==> src/rtl/poe_seq_pkg.sv <==
package poe_seq_pkg;
    typedef enum logic [2:0] {
        PS_OFF      = 3'd0,
        PS_DETECT   = 3'd1,
        PS_CLASSIFY = 3'd2,
        PS_POWERED  = 3'd3,
        PS_FAULT    = 3'd4
    } port_st_e;

    typedef enum logic [2:0] {
        SQ_HOLD, SQ_SCAN, SQ_DET_REQ, SQ_DET_WAIT, SQ_CLS_REQ, SQ_CLS_WAIT, SQ_BACKOFF
    } seq_st_e;
endpackage

==> src/rtl/poe_seq_tmr.sv <==
module poe_seq_tmr #(
    parameter int CYC         = 8,
    parameter bit START_ARMED = 1'b0
) (
    input  logic clk,
    input  logic rst_n,
    input  logic arm,
    output logic expired
);
    localparam int W = $clog2(CYC + 1);
    logic [W-1:0] cnt;

    always_ff @(posedge clk or negedge rst_n) begin
        if (!rst_n)          cnt <= START_ARMED ? W'(CYC) : '0;
        else if (arm)        cnt <= W'(CYC);
        else if (cnt != '0)  cnt <= cnt - 1'b1;
    end

    assign expired = (cnt == '0);
endmodule

==> src/rtl/poe_seq_rwin.sv <==
module poe_seq_rwin #(
    parameter int CW   = 15,
    parameter int R_LO = 190,
    parameter int R_HI = 265
) (
    input  logic [CW-1:0] code,
    output logic          ok
);
    assign ok = (code >= CW'(R_LO)) && (code <= CW'(R_HI));
endmodule

==> src/rtl/poe_seq_cdec.sv <==
module poe_seq_cdec #(
    parameter int CW = 15,
    parameter int T1 = 65,
    parameter int T2 = 145,
    parameter int T3 = 230,
    parameter int T4 = 330,
    parameter int T5 = 480
) (
    input  logic [CW-1:0] code,
    output logic [2:0]    cls
);
    always_comb begin
        if      (code < CW'(T1)) cls = 3'd0;
        else if (code < CW'(T2)) cls = 3'd1;
        else if (code < CW'(T3)) cls = 3'd2;
        else if (code < CW'(T4)) cls = 3'd3;
        else if (code < CW'(T5)) cls = 3'd4;
        else                     cls = 3'd0;
    end
endmodule

==> src/rtl/poe_port_seq.sv <==
module poe_port_seq
    import poe_seq_pkg::*;
#(
    parameter int NPORT       = 4,
    parameter int CW          = 15,
    parameter int HOLD_CYC    = 66000,
    parameter int BACKOFF_CYC = 490000,
    parameter int R_LO        = 190,
    parameter int R_HI        = 265,
    parameter int T1          = 65,
    parameter int T2          = 145,
    parameter int T3          = 230,
    parameter int T4          = 330,
    parameter int T5          = 480,
    localparam int PW         = (NPORT > 1) ? $clog2(NPORT) : 1
) (
    input  logic               clk,
    input  logic               rst_n,
    input  logic               mode_mgmt,
    input  logic               backoff_sel,
    input  logic [NPORT-1:0]   port_en,
    input  logic               all_dis,
    input  logic [NPORT-1:0]   fault_in,
    input  logic [NPORT-1:0]   clr_fault,
    input  logic               meas_done,
    input  logic [CW-1:0]      meas_code,
    output logic               meas_start,
    output logic               meas_kind,
    output logic [PW-1:0]      meas_port,
    output logic [NPORT-1:0]   det_en,
    output logic [NPORT-1:0]   cls_en,
    output logic [NPORT-1:0]   pwr_en,
    output logic [NPORT*3-1:0] port_state,
    output logic [NPORT*3-1:0] port_class
);
    localparam logic [PW-1:0] LAST = PW'(NPORT - 1);

    seq_st_e       sq, sq_nxt;
    logic [PW-1:0] ptr, ptr_nxt, ptr_inc;
    port_st_e      ps     [NPORT];
    port_st_e      ps_nxt [NPORT];
    logic [2:0]    cls_q  [NPORT];
    logic          hold_exp, bo_exp, bo_arm, r_ok, elig;
    logic [2:0]    cls_dec;

    poe_seq_tmr #(.CYC(HOLD_CYC), .START_ARMED(1'b1)) u_hold (
        .clk(clk), .rst_n(rst_n), .arm(1'b0), .expired(hold_exp));
    poe_seq_tmr #(.CYC(BACKOFF_CYC), .START_ARMED(1'b0)) u_backoff (
        .clk(clk), .rst_n(rst_n), .arm(bo_arm), .expired(bo_exp));
    poe_seq_rwin #(.CW(CW), .R_LO(R_LO), .R_HI(R_HI)) u_rwin (
        .code(meas_code), .ok(r_ok));
    poe_seq_cdec #(.CW(CW), .T1(T1), .T2(T2), .T3(T3), .T4(T4), .T5(T5)) u_cdec (
        .code(meas_code), .cls(cls_dec));

    assign ptr_inc = (ptr == LAST) ? '0 : ptr + 1'b1;
    assign elig    = port_en[ptr] && !all_dis;

    // sequencer next state
    always_comb begin
        sq_nxt  = sq;
        ptr_nxt = ptr;
        bo_arm  = 1'b0;
        unique case (sq)
            SQ_HOLD:     if (hold_exp) sq_nxt = SQ_SCAN;
            SQ_SCAN: if (!mode_mgmt) begin
                if (ps[ptr] == PS_OFF && elig) sq_nxt = SQ_DET_REQ;
                else                           ptr_nxt = ptr_inc;
            end
            SQ_DET_REQ:  sq_nxt = SQ_DET_WAIT;
            SQ_DET_WAIT: if (meas_done) begin
                if (r_ok && elig) sq_nxt = SQ_CLS_REQ;
                else if (backoff_sel) begin
                    bo_arm = 1'b1;
                    sq_nxt = SQ_BACKOFF;
                end else begin
                    ptr_nxt = ptr_inc;
                    sq_nxt  = SQ_SCAN;
                end
            end
            SQ_CLS_REQ:  sq_nxt = SQ_CLS_WAIT;
            SQ_CLS_WAIT: if (meas_done) begin
                ptr_nxt = ptr_inc;
                sq_nxt  = SQ_SCAN;
            end
            SQ_BACKOFF: if (bo_exp) begin
                ptr_nxt = ptr_inc;
                sq_nxt  = SQ_SCAN;
            end
            default:     sq_nxt = SQ_HOLD;
        endcase
    end

    // per-port next state: own events first, sequencer steps override
    always_comb begin
        for (int i = 0; i < NPORT; i++) begin
            ps_nxt[i] = ps[i];
            if (ps[i] == PS_POWERED) begin
                if (fault_in[i])                  ps_nxt[i] = PS_FAULT;
                else if (!port_en[i] || all_dis)  ps_nxt[i] = PS_OFF;
            end else if (ps[i] == PS_FAULT && clr_fault[i]) begin
                ps_nxt[i] = PS_OFF;
            end
        end
        if (sq == SQ_DET_REQ)
            ps_nxt[ptr] = PS_DETECT;
        else if (sq == SQ_DET_WAIT && meas_done)
            ps_nxt[ptr] = (r_ok && elig) ? PS_CLASSIFY : PS_OFF;
        else if (sq == SQ_CLS_WAIT && meas_done)
            ps_nxt[ptr] = elig ? PS_POWERED : PS_OFF;
    end

    always_ff @(posedge clk or negedge rst_n) begin
        if (!rst_n) begin
            sq  <= SQ_HOLD;
            ptr <= '0;
        end else begin
            sq  <= sq_nxt;
            ptr <= ptr_nxt;
        end
    end

    for (genvar g = 0; g < NPORT; g++) begin : g_port
        always_ff @(posedge clk or negedge rst_n) begin
            if (!rst_n) begin
                ps[g]    <= PS_OFF;
                cls_q[g] <= 3'd0;
            end else begin
                ps[g] <= ps_nxt[g];
                if (sq == SQ_CLS_WAIT && meas_done && ptr == PW'(g))
                    cls_q[g] <= cls_dec;
            end
        end
    end

    // outputs
    always_comb begin
        meas_start = (sq == SQ_DET_REQ) || (sq == SQ_CLS_REQ);
        meas_kind  = (sq == SQ_CLS_REQ) || (sq == SQ_CLS_WAIT);
        meas_port  = ptr;
        for (int i = 0; i < NPORT; i++) begin
            det_en[i] = (sq == SQ_DET_REQ || sq == SQ_DET_WAIT) && ptr == PW'(i);
            cls_en[i] = (sq == SQ_CLS_REQ || sq == SQ_CLS_WAIT) && ptr == PW'(i);
            pwr_en[i] = (ps[i] == PS_POWERED);
            port_state[i*3 +: 3] = ps[i];
            port_class[i*3 +: 3] = cls_q[i];
        end
    end
endmodule

==> config.mk <==
export PLATFORM = sky130hd
export DESIGN_NAME = poe_port_seq
export DESIGN_NICKNAME = d
export VERILOG_FILES = /design/src/rtl/poe_seq_pkg.sv /design/src/rtl/poe_seq_tmr.sv /design/src/rtl/poe_seq_rwin.sv /design/src/rtl/poe_seq_cdec.sv /design/src/rtl/poe_port_seq.sv
export SDC_FILE = /design/constraint.sdc
export NUM_CORES = 1
export LEC_CHECK = 0
export BUFFER_PORTS_ARGS = -buffer_cell sky130_fd_sc_hd__buf_2
export CAP_MARGIN = 30
export CORE_UTILIZATION = 35
export DETAILED_ROUTE_END_ITERATION = 16
export HOLD_SLACK_MARGIN = 0.03
export PLACE_DENSITY = 0.56
export SYNTH_ARGS = -nofsm -noshare
export SYNTH_HDL_FRONTEND = slang
export SYNTH_HIERARCHICAL = 1
export SYNTH_SLANG_ARGS = --single-unit
==> constraint.sdc <==
create_clock -name clk -period 4 [get_ports clk]
set_input_delay 1 -clock clk [delete_from_list [all_inputs] [get_ports clk]]
set_output_delay 1 -clock clk [all_outputs]
set_load 0.02 [all_outputs]
==> results.md, run 1 <==
- R2R cell count: 9
- Top cell type's share of synthesized area: 37.2%
- Clk slew on worst S/H paths: 0.06 ns
- Die height: 109 um
- Iter 0 DRT Violations: 237
- Post-Syn Area: 4040 um2
- FILL cells: 1096
- Area growth syn-to-layout: 20.1%
- Ys flop type: dfrtp_1
- Synthesis Warnings: 6
- Critical Path RT: 4.21 ns
- Core box area: 11000 um2
- Post-synthesis compound-gate area fraction: 18.7%
- Pleak: 2.16 nW
- Pre-CTS setup slack: 0.791 ns
- Vias: 3568
- Final period util: 71.5%
- Initial antenna violation count: 1
- Post-CTS Setup Inserts: 0
- Max cap viols: 0
- Main combinational cell family by area after synthesis: simple AND/OR/NAND/NOR gates
- IO Pins: 73
- Number of synthesized register bits: 65
- Clock buffer depth: 2
- Arrival @ worst endpoint: 3.07 ns
- Switching share of power: 38.2%
- Max-slew headroom: 54.1%
- PwrDens: 567 nW/um2
- WL/cell: 15.3 um
- CTS buffer count: 9
- Multiplexer share of the synthesized area: 6.45%
- Critical Path Start Type: register
- Slew Viols, Final: 0
- Fin nets: 548
- Clock Sink Count: 65
- Max Fclk: 350 MHz
- Die Width: 109 um
- CP Launch Point: u_backoff/cnt[5]
- Sequential share of power: 36.4%
- Worst skew pair latency: 0.33 ns
- Reg2reg setup slack: 1.14 ns
- Clock network power share: 31.0%
- Post-Route WL: 10000 um
- Clock period minus final worst setup slack: 2.86 ns
- Synth top cells by count: dfrtp_1 (60), nor2_1 (41), nand2_1 (31)
- Worst R2R End: meas_port[0]
- Setup Skew: 0.00599 ns
- Gr ovfl total: 0
- Setup Crit Path Kind: reg -> reg
- Final setup violation count: 0
- Antenna Nets Post-Route: 0
- CTS tree: yes
- Hold Path Class: reg -> reg
- Register area share after synthesis: 40.5%
- DR pass1 iterations: 4
- Vias in the first global route: 3335
- H-Tree Depth: 3
- CTS root buf: clkbuf_16
- First-pass GRT wire length: 16400 um
- Post-synth EDFFs: 0
- Share of post-route cells with drive strength above 1: 25.1%
- Worst r2r src: u_backoff/cnt[5]
- Setup_tns: 0 ns
- Peak VDD IR: 0.253 mV
- Dpl hpwl: 7360 um
- Post-CTS Resized: 0
- Worst slew pin tran: 0.689 ns
- Drt via density: 5.45
- Logic pwr share: 32.6%
- Avg Cell Area, Syn: 9.26 um2
- Switching pwr: 0.00105 W
- Post-synthesis xor/xnor area fraction: 1.95%
- Total GRT Usage: 17.6%
- Gpl congestion: 0.869
- Post-Synth Adder-Cell Area: 1.86%
- Internal: 0.00170 W
- Initial core utilization: 36.6%
- Port Buffers: 72
- Simple-gate area share of the yosys netlist: 26.4%
- Post-cts hold buffer count: 0
- Final Hold Vio Count: 0
- Die ar.: 12000 um2
- Synth Instances: 436
- Post-synth top area cell: dfrtp_1
- Largest net degree at the start of global routing: 30
- Cell Rows: 38
- Residual DRC: 0
- RSZ-0062 raised after global routing: false
- Outcome: complete, no violations
- Setup WS post-layout: 1.14 ns
- Cell variety after synth: 70
- Max FO, Critical Path: 8
- Most common cell in the netlist: dfrtp_1
- Post-synth ARST share: 100%
- Setup crit end kind: register
- Top post-synthesis cells by area: dfrtp_1 (37%), nor2_1 (3.8%), mux2_2 (3.6%), dfstp_2 (3.3%), nand2_1 (2.9%)
- Worst setup path end: meas_port[0]
[worst min path at each step]
stage	startpoint	to	depth (start not counted)
floorplan	u_hold/cnt[16]	u_hold/cnt[16]	2
global placement	u_hold/cnt[16]	u_hold/cnt[16]	2
detailed placement	u_hold/cnt[16]	u_hold/cnt[16]	2
CTS	u_hold/cnt[16]	u_hold/cnt[16]	2
global route	u_hold/cnt[16]	u_hold/cnt[16]	2
finish	u_hold/cnt[16]	u_hold/cnt[16]	2
[placed cells by master (no fill, tap or decap), types with 4 or more instances in the layout]
cell type	instances
dfstp_2	5
o21ai_0	18
a211o_1	4
nand2b_1	10
nor2b_1	10
a31oi_1	4
nor4_1	11
xor2_1	8
nor3b_1	5
nor3_1	16
ha_1	6
nand2_1	31
a211oi_1	9
and2_1	8
o211ai_1	5
mux2_2	13
nand3_1	13
and3_1	7
clkbuf_16	9
inv_1	25
a32o_1	5
mux2_1	7
dfrtp_1	60
or4_1	5
or3_1	6
a21oi_1	22
o21ai_1	5
nor2_1	41
buf_2	72
[per-layer routing]
layer	global-route usage (%)	wire length [um]	up-vias
li1	-	-	1760
met1	24.0	4730	1717
met2	28.1	4710	78
met3	3.56	447	13
met4	5.52	142	0
met5	0	0	-
[logic make-up (layout without fill, tap and decap cells)]
group,Yosys count,in the layout
compound gates,107,107
xor+xnor,9,9
fa+ha+maj,6,6
buf+inv,39,116
flops,65,65
mux,23,23
other cells,1,3
simple gates,186,186
[sequential cells by signal, indices dropped and copies added, names as in the netlist]
signal         count
u_hold/cnt        17
sq                 3
u_backoff/cnt     19
port_state        12
meas_port          2
port_class        12
[critical path: stages (launching register included)]
cell      delay, ns
dfrtp_1        0.41
nor3_1         0.46
nand3_1        0.35
or2_1          0.44
inv_1          0.12
nand2_1        0.06
nor3_1         0.16
a311oi_1       0.10
a211oi_2       0.27
mux2_1         0.35
[stage by stage]
| step | instances | util (%) | hold WS (ns) | cell area [um2] | power [W] |
|---|---|---|---|---|---|
| after detailed placement | 638 | 41.0 | 0.466 | 4530 | 0.00191 |
| after CTS | 654 | 43.9 | 0.473 | 4850 | 0.00277 |
| after global routing | 654 | 43.9 | 0.493 | 4850 | 0.00293 |
| after global placement | 638 | 41.0 | 0.465 | 4530 | 0.00190 |
| final | 655 | 44.0 | 0.476 | 4850 | 0.00275 |
| after floorplan | 437 | - | 0.451 | 4040 | 0.00164 |
[power groups by stage]
stage	logic [W]	registers, W	clock network, W
final	0.000897	0.00100	0.000851
after global routing	0.00101	0.00103	0.000895
after CTS	0.000902	0.000999	0.000868
after detailed placement	0.000898	0.00101	0
after global placement	0.000895	0.00100	0
after floorplan	0.000683	0.000957	0
[cell type report]
class | count | area, um2 | area share, %
Timing Repair Buffer | 75 | 383 | 7.89
Sequential cell | 65 | 1630 | 33.7
Clock buffer | 9 | 225 | 4.64
Tap cell | 140 | 175 | 3.61
Clock inverter | 7 | 95.1 | 1.96
Inverter | 25 | 93.8 | 1.93
Multi-Input combinational cell | 333 | 2240 | 46.2
Antenna cell | 1 | 2.50 | 0.0516
(Power assumes the default switching activity.)
==> run 2: changes to the inputs <==
--- a/config.mk
+++ b/config.mk
@@ -10,7 +10,7 @@
 export CORE_UTILIZATION = 35
 export DETAILED_ROUTE_END_ITERATION = 16
 export HOLD_SLACK_MARGIN = 0.03
-export PLACE_DENSITY = 0.56
+export PLACE_DENSITY = 0.58
 export SYNTH_ARGS = -nofsm -noshare
 export SYNTH_HDL_FRONTEND = slang
 export SYNTH_HIERARCHICAL = 1
==> constraint.sdc (replaced) <==
create_clock -name clk -period 2.5 [get_ports clk]
set_input_delay 0.625 -clock clk [delete_from_list [all_inputs] [get_ports clk]]
set_output_delay 0.625 -clock clk [all_outputs]
set_load 0.02 [all_outputs]
==> run 2 against run 1 <==
Compared with the run above: clock skew decreased by 0.0035 ns; non-clock buffer count increased by 28; core utilization increased by 2.4 points; flip-flop and latch count unchanged; final area increased by 5.4%; worst setup slack got worse by 1.1 ns; combinational power increased by 82%; register-to-register slack got worse by 1.1 ns; clock power increased by 69%; critical endpoint unchanged.
==> results.md, run 2 (synthesized netlist as in run 1, its figures left out) <==
- Outcome: complete, no violations
- Clock buffer depth: 2 (unchanged)
- Dpl cells: 663 (+3.9%)
- Dpl hpwl: 7810 um (+6.2%)
- Vias in the first global route: 3620 (+8.5%)
- Iter 0 DRT Violations: 226 (-4.6%)
- Internal: 0.00292 W (+72%)
- Logic pwr share: 35.3% (+2.7 points)
- Vias: 3686 (+3.3%)
- Clk slew on worst S/H paths: 0.05 ns (about the same)
- Initial core utilization: 36.6% (unchanged)
- Fin nets: 576 (+5.1%)
- Setup Crit Path Kind: reg -> reg
- Area growth syn-to-layout: 26.7%
- Pre-CTS setup slack: -0.113 ns (-0.904 ns)
- Die Width: 109 um (unchanged)
- Pleak: 2.31 nW (+7.1%)
- Post-Route WL: 10500 um (+4.2%)
- Die height: 109 um (unchanged)
- PwrDens: 903 nW/um2 (+59%)
- Critical Path RT: 2.71 ns (-1.50 ns)
- Post-placement cell area: 4730 um2 (+4.4%)
- Final setup violation count: 0 (unchanged)
- R2R cell count: 9 (unchanged)
- Most common cell after layout, fill and taps aside: buf_2
- CTS tree: yes
- Clock Sink Count: 65 (unchanged)
- End-of-flow core utilization: 46.4% (+2.4 points)
- Slew Viols, Final: 0 (unchanged)
- Post-cts hold buffer count: 0 (unchanged)
- Residual DRC: 0 (unchanged)
- Non-Filler Instances: 682 (+4.1%)
- Peak VDD IR: 0.462 mV (+82%)
- Initial antenna violation count: 0 (-1)
- Clock period minus final worst setup slack: 2.48 ns (-0.376 ns)
- Max-slew headroom: 62.4% (+8.4 points)
- Final period util: 99.3% (+28 points)
- Clock network power share: 31.1% (about the same)
- Core box area: 11000 um2 (unchanged)
- Setup WS post-layout: 0.0165 ns (-1.12 ns)
- Most frequent cells in the layout: buf_2 (72), dfrtp_1 (60), nor2_1 (41), nand2_1 (30), buf_4 (30)
- Final Hold Vio Count: 0 (unchanged)
- Max cap viols: 0 (unchanged)
- Top Registers: u_backoff/cnt (19), u_hold/cnt (17)
- Share of post-route cells with drive strength above 1: 30.1% (+5.0 points)
- Sequential share of power: 33.6% (-2.8 points)
- Drt via density: 5.40 (-0.78%)
- Arrival @ worst endpoint: 2.69 ns (-0.38 ns)
- Setup crit end kind: register
- Switching share of power: 36.7% (-1.5 points)
- Most flops, register: u_backoff/cnt
- Worst slew pin tran: 0.556 ns (-0.133 ns)
- Port Buffers: 72 (unchanged)
- Total GRT Usage: 18.6% (+1.0 points)
- First-pass GRT wire length: 17500 um (+6.2%)
- DR pass1 iterations: 4 (unchanged)
- Hold Path Class: in -> async
- Diodes inserted: 0 (-1)
- WL/cell: 15.3 um (+0.10%)
- Cell Rows: 38 (unchanged)
- Max FO, Critical Path: 3 (-5)
- Die ar.: 12000 um2 (unchanged)
- RSZ-0062 raised after global routing: true
- Largest net degree at the start of global routing: 66 (+120%)
- Antenna Nets Post-Route: 0 (unchanged)
- H-Tree Depth: 3 (unchanged)
- Setup Skew: 0.00250 ns (-0.00349 ns)
- Max FFs per register: 19 (unchanged)
- Worst skew pair latency: 0.33 ns (about the same)
- Cell area after layout: 5110 um2 (+5.4%)
- IO Pins: 73 (unchanged)
- Switching pwr: 0.00169 W (+62%)
- CTS root buf: clkbuf_16
- Gr ovfl total: 0 (unchanged)
- Critical Path Start Type: register
- Gpl congestion: 0.830 (-4.5%)
- Max Fclk: 403 MHz (+15%)
- CTS buffer count: 9 (unchanged)
## run 2: final cells by class
type / instances / area (um2)
clock inverters: 7 / 119
inverters: 25 / 93.8
multi-input cells: 333 / 2260
repair buffers: 103 / 606
clock buffers: 9 / 225
well taps: 140 / 175
flip-flops and latches: 65 / 1630
fillers: 1089 / 5920
## run 2: metal layers
layer	share of wire, %	GRT usage, %
met1	43	23.2
met2	52	31.7
met3	4.0	4.33
met4	1.1	6.29
met5	0	0
## run 2: per-stage QoR
step	power [W]	TNS, ns	hold WS, ns
after floorplan	0.00262	0	0.329
after global placement	0.00312	-0.481	0.465
after detailed placement	0.00314	-0.784	0.465
after CTS	0.00462	0	0.319
after global routing	0.00493	-0.117	0.334
final	0.00462	0	0.310
## run 2: worst paths after layout
path                                  end         startpoint  slack [ns]
max                          meas_port[0]  u_backoff/cnt[11]        0.02
min                         port_state[2]              rst_n        0.31
max reg2reg                  meas_port[0]  u_backoff/cnt[11]        0.02
min reg2reg                u_hold/cnt[16]     u_hold/cnt[16]        0.48
max in group asynchronous   u_hold/cnt[8]              rst_n        1.87
min in group clk           u_hold/cnt[16]     u_hold/cnt[16]        0.48
## run 2: power by group through the flow
| stage | clock, W | sequential, W | combinational, W |
|---|---|---|---|
| floorplan | 0 | 0.00153 | 0.00109 |
| finish | 0.00144 | 0.00155 | 0.00163 |
| CTS | 0.00148 | 0.00154 | 0.00159 |
| global route | 0.00153 | 0.00158 | 0.00181 |
| global placement | 0 | 0.00155 | 0.00156 |
| detailed placement | 0 | 0.00156 | 0.00159 |
## run 2: worst max-delay path: stages (launching register included)
cell and delay [ns]:
dfrtp_1 0.40, or4_4 0.55, nand4b_4 0.19, or2_4 0.25, inv_2 0.06, nand2_2 0.05
nor3_2 0.14, a311oi_2 0.07, a211oi_2 0.30, mux2_1 0.35
## run 2: repair_timing
action                     CTS  global route
gates resized for setup      0             5
setup buffers                0             3
setup endpoints to repair    0             2
